**src/rtl/irq_latch_ctrl.sv**
```systemverilog
module irq_latch_ctrl #(
  parameter int unsigned NSRC    = 4,
  parameter int unsigned AW      = 5,
  parameter int unsigned DW      = 8,
  parameter logic [AW-1:0] CLR_OFS = 5'h0C,
  parameter logic [AW-1:0] EN_OFS  = 5'h0E
) (
  input  logic            clk,
  input  logic            rst_n,
  input  logic [NSRC-1:0] src_in,
  input  logic [AW-1:0]   bus_addr,
  input  logic            bus_wr,
  input  logic [DW-1:0]   bus_wdata,
  input  logic            bus_rd,
  output logic [DW-1:0]   bus_rdata,
  output logic            irq_out
);

  logic [NSRC-1:0] sync1, sync2, pend, en;
  logic [DW-1:0]   status_v, enable_v;

  wire clr_hit = bus_wr && (bus_addr == CLR_OFS);
  wire en_hit  = bus_wr && (bus_addr == EN_OFS);
  wire [NSRC-1:0] ack = clr_hit ? bus_wdata[NSRC-1:0] : '0;

  always_ff @(posedge clk or negedge rst_n) begin
    if (!rst_n) begin
      sync1 <= '0;
      sync2 <= '0;
    end else begin
      sync1 <= src_in;
      sync2 <= sync1;
    end
  end

  always_ff @(posedge clk or negedge rst_n) begin
    if (!rst_n) pend <= '0;
    else        pend <= sync2 | (pend & ~ack);
  end

  always_ff @(posedge clk or negedge rst_n) begin
    if (!rst_n)      en <= '0;
    else if (en_hit) en <= bus_wdata[NSRC-1:0];
  end

  always_comb begin
    status_v = '1;
    status_v[NSRC-1:0] = ~pend;
    enable_v = '0;
    enable_v[NSRC-1:0] = en;
  end

  always_comb begin
    bus_rdata = '0;
    if (bus_rd) begin
      if (bus_addr == CLR_OFS)     bus_rdata = status_v;
      else if (bus_addr == EN_OFS) bus_rdata = enable_v;
    end
  end

  assign irq_out = |(pend & en);

endmodule


```
**config.mk**
```make
export PLATFORM = sky130hd
export DESIGN_NAME = irq_latch_ctrl
export DESIGN_NICKNAME = d
export VERILOG_FILES = /design/src/rtl/irq_latch_ctrl.sv
export SDC_FILE = /design/constraint.sdc
export NUM_CORES = 1
export LEC_CHECK = 0
export BUFFER_PORTS_ARGS = -buffer_cell sky130_fd_sc_hd__buf_4
export CAP_MARGIN = 0
export CELL_PAD_IN_SITES_DETAIL_PLACEMENT = 0
export CELL_PAD_IN_SITES_GLOBAL_PLACEMENT = 1
export CORE_ASPECT_RATIO = 0.75
export CORE_MARGIN = 2
export CORE_UTILIZATION = 37
export DETAILED_ROUTE_END_ITERATION = 8
export GPL_TIMING_DRIVEN = 1
export PLACE_DENSITY_LB_ADDON = 0.1
export SKIP_LAST_GASP = 1
export SYNTH_ARGS = -nofsm -noshare
export SYNTH_HDL_FRONTEND = slang
export SYNTH_SLANG_ARGS = --single-unit
export TNS_END_PERCENT = 5
```
**constraint.sdc**
```tcl
create_clock -name clk -period 2.1 [get_ports clk]
set_input_delay 0.315 -clock clk [delete_from_list [all_inputs] [get_ports clk]]
set_output_delay 0.315 -clock clk [all_outputs]
set_load 0.005 [all_outputs]
```
==> results.txt <==
- Clock tree root driver cell: sky130_fd_sc_hd__clkbuf_4
- Warning count from the yosys run: 0
- In the synthesized netlist, the number of instances is 48.
- Status: complete, no violations
- The worst setup path is captured at an output port.
- Adding up every negative setup slack in the final design gives 0 ns.
- Dividing the synthesized area by the synthesized cell count gives 14.2 µm².
* WL final: 1240 µm
- The clock passes through at most 2 buffers.
- The worst setup path is of the input port to output port kind.
* Biggest area contributors in the synthesized netlist: sky130_fd_sc_hd__dfrtp_1, sky130_fd_sc_hd__mux2_1, sky130_fd_sc_hd__o2bb2ai_1
- Setup-failing EPs final: 0
- First-pass GRT wire length: 2090 µm
* CP Max Fanout: 4
- Post-Synthesis Net Count: 69
- Using the TritonRoute via totals, the vias-per-cell ratio works out to slightly below 5.
* Worst path required time: 1.78 ns
- Worst r2r src: en[2]
* Part of the cycle the worst path needs: 87.4%
- Summing the sequential cell areas from Yosys gives 58.8% of the chip area.
- In this run the static leakage power is 0.406 nW.
- The detail route stage leaves a number of antenna-violating nets equal to 0.
* Fraction of layout instances using a drive strength above 1: 43.2%
- Critical Path AT: 1.52 ns
- RSZ-0062 raised after global routing: false
- Antenna violations before repair: 0
* Number of rows created at floorplan: 13
- Crit start category: input port
- Dividing the detail-routed wire length by the instance count gives approximately 13 µm.
- Total power draw: 0.000577 W
- Worst-case headroom to the max-slew limit: 60.7%
- Across the VDD grid, the largest voltage drop is a little over 0.4 mV.
* Worst setup path startpoint: bus_addr[0]
- Library cell occupying the most area in the post-synthesis netlist: sky130_fd_sc_hd__dfrtp_1
* Final Net Count: 97
* Area of the core: about 1700 µm²
- The number of global-route vias before repair came to approximately 450.
- Residual overflow from global routing: 0
- Detailed Routing Iterations Pass 1: 4
* Total routing usage reported by global routing: 14.6%
- At the end of routability-driven placement, the weighted congestion stood at about 0.74.
- Area of the die: 2200 µm²
- CTS built an H-tree with a depth of 1.
- Number of placed I/O pins: 30
- The tool flagged a number of max-cap violations equal to 0.
- From left edge to right edge, the die measures 53.5 µm.
- Clock input transition at the sequential cells of the worst setup and hold paths: 0.08 ns
- The number of slew-limit violations in the final report is 0.
- Min Tclk post-route: 1.84 ns
* Number of library cell types mapped by synthesis: 15
- For this run, the top clock speed supported by timing is 545 MHz.
- Number of buffers added for setup after CTS: 0
- Detailed routing inserted a total of 468 vias.
- Clock sinks: 16
* Post-synthesis instance area: 681 µm²
* Post-synthesis sequential element count: 16
- Layout Skew: approximately 0.0026 ns
- Maximum number of pins on one net before global-route repair: 17
- Synth top area share: between 50% and 60%
- Setup slack on the worst reg-to-reg path comes out at approximately 1.3 ns.
* Least-Margin Pin Slew: 0.588 ns
- TritonCTS built the clock tree.
- Hold violation total from the final report: 0
- Power density over the cells: roughly 640 nW/µm²
- Buffers placed on the I/O ports in this run total 25.
- Termination of the worst setup path: bus_rdata[1]
- Antenna diode instance count: 0
* Destination of the worst register-to-register timing path: en[2]
- Most frequent standard cell in the layout excluding fill and tap cells: sky130_fd_sc_hd__buf_4
- The die is 41.1 µm tall.
* Starting utilization of the core area: 39.1%
- Area growth from synthesis to layout: 33.1%
* Clock latency reported for the late side of the worst-skew pair: 0.27 ns
- Total clock buffers created by CTS: 3
- Leading cell types in the layout, fill and taps excluded: sky130_fd_sc_hd__buf_4, sky130_fd_sc_hd__dfrtp_1
- Total DRC errors in the routed layout: 0
* Number of DRC markers in iteration 0: 9
- The worst register-to-register path has a depth of 1.
* Path type of the worst min-delay path: input port to register
registers in the layout (all words and copies together) (netlist names):
signal  flops
en          4
pend        4
sync2       4
sync1       4
repair_timing:
item,4_1_cts,5_1_grt
gates resized for setup,0,0
hold endpoints to repair,16,0
hold buffers,1,0
endpoints found under the setup margin,0,0
cell families after synthesis:
family	after synthesis	share of synthesized area (%)
compound gates	10	10.3
buf+inv	4	3.86
flops	16	58.8
mux	4	6.62
simple gates	14	20.4
per-layer routing:
metal | up-vias | part of all wire [%] | GRT usage [%]
met5 | - | 0 | 0
met2 | 19 | 50 | 24.7
met1 | 223 | 42 | 17.9
met3 | 0 | 8.0 | 6.57
li1 | 226 | - | -
met4 | 0 | 0 | 1.92
worst max-delay path, stage by stage:
cell	delay, ns
sky130_fd_sc_hd__buf_4	0.11
sky130_fd_sc_hd__nand4b_2	0.23
sky130_fd_sc_hd__nor3b_1	0.55
sky130_fd_sc_hd__o2bb2ai_1	0.19
sky130_fd_sc_hd__buf_4	0.13
cell usage after synthesis, drive strengths merged:
cell type  number
a22oi           2
buf             3
nand2           1
or3b            1
nand2b          4
o2bb2ai         4
o21ai           4
nor3b           2
dfrtp          16
inv             1
nand4b          1
nand4bb         1
nand3b          4
mux2            4
metrics by stage:
step	utilization, %	std cells	cell area (µm²)	hold WS, ns	worst slack, ns
3_3_place_gp	50.2	92	873	0.179	0.321
5_1_grt	52.0	96	906	0.120	0.146
2_1_floorplan	-	48	681	0.0194	0.592
3_5_place_dp	50.2	92	873	0.182	0.248
4_1_cts	52.0	96	906	0.130	0.248
6_report	52.0	96	906	0.144	0.265
power breakdown:
group / total [W] / switching (W) / internal (W)
clock network: 0.000149 / 0.0000827 / 0.0000664
registers: 0.000346 / 0.0000148 / 0.000331
logic: 0.0000816 / 0.0000310 / 0.0000506
total: 0.000577 / 0.000129 / 0.000448
how the worst min path moves through the flow:
| stage | start | end | slack [ns] | cells after the start |
|---|---|---|---|---|
| 6_report | src_in[1] | sync1[1] | 0.14 | 1 |
| 5_1_grt | src_in[1] | sync1[1] | 0.12 | 1 |
| 4_1_cts | src_in[0] | sync1[0] | 0.13 | 1 |
| 3_5_place_dp | rst_n | pend[3] | 0.18 | 1 |
| 3_3_place_gp | rst_n | sync2[2] | 0.18 | 1 |
| 2_1_floorplan | rst_n | en[0] | 0.02 | 0 |
cell type report:
| cell class | count | area [µm²] |
|---|---|---|
| flip-flops and latches | 16 | 400 |
| repair buffers | 26 | 198 |
| clock buffers | 3 | 22.5 |
| inverters | 1 | 3.75 |
| fillers | 150 | 835 |
| multi-input cells | 28 | 254 |
| well taps | 22 | 27.5 |
Note: power is estimated with default switching activity, not from simulation.
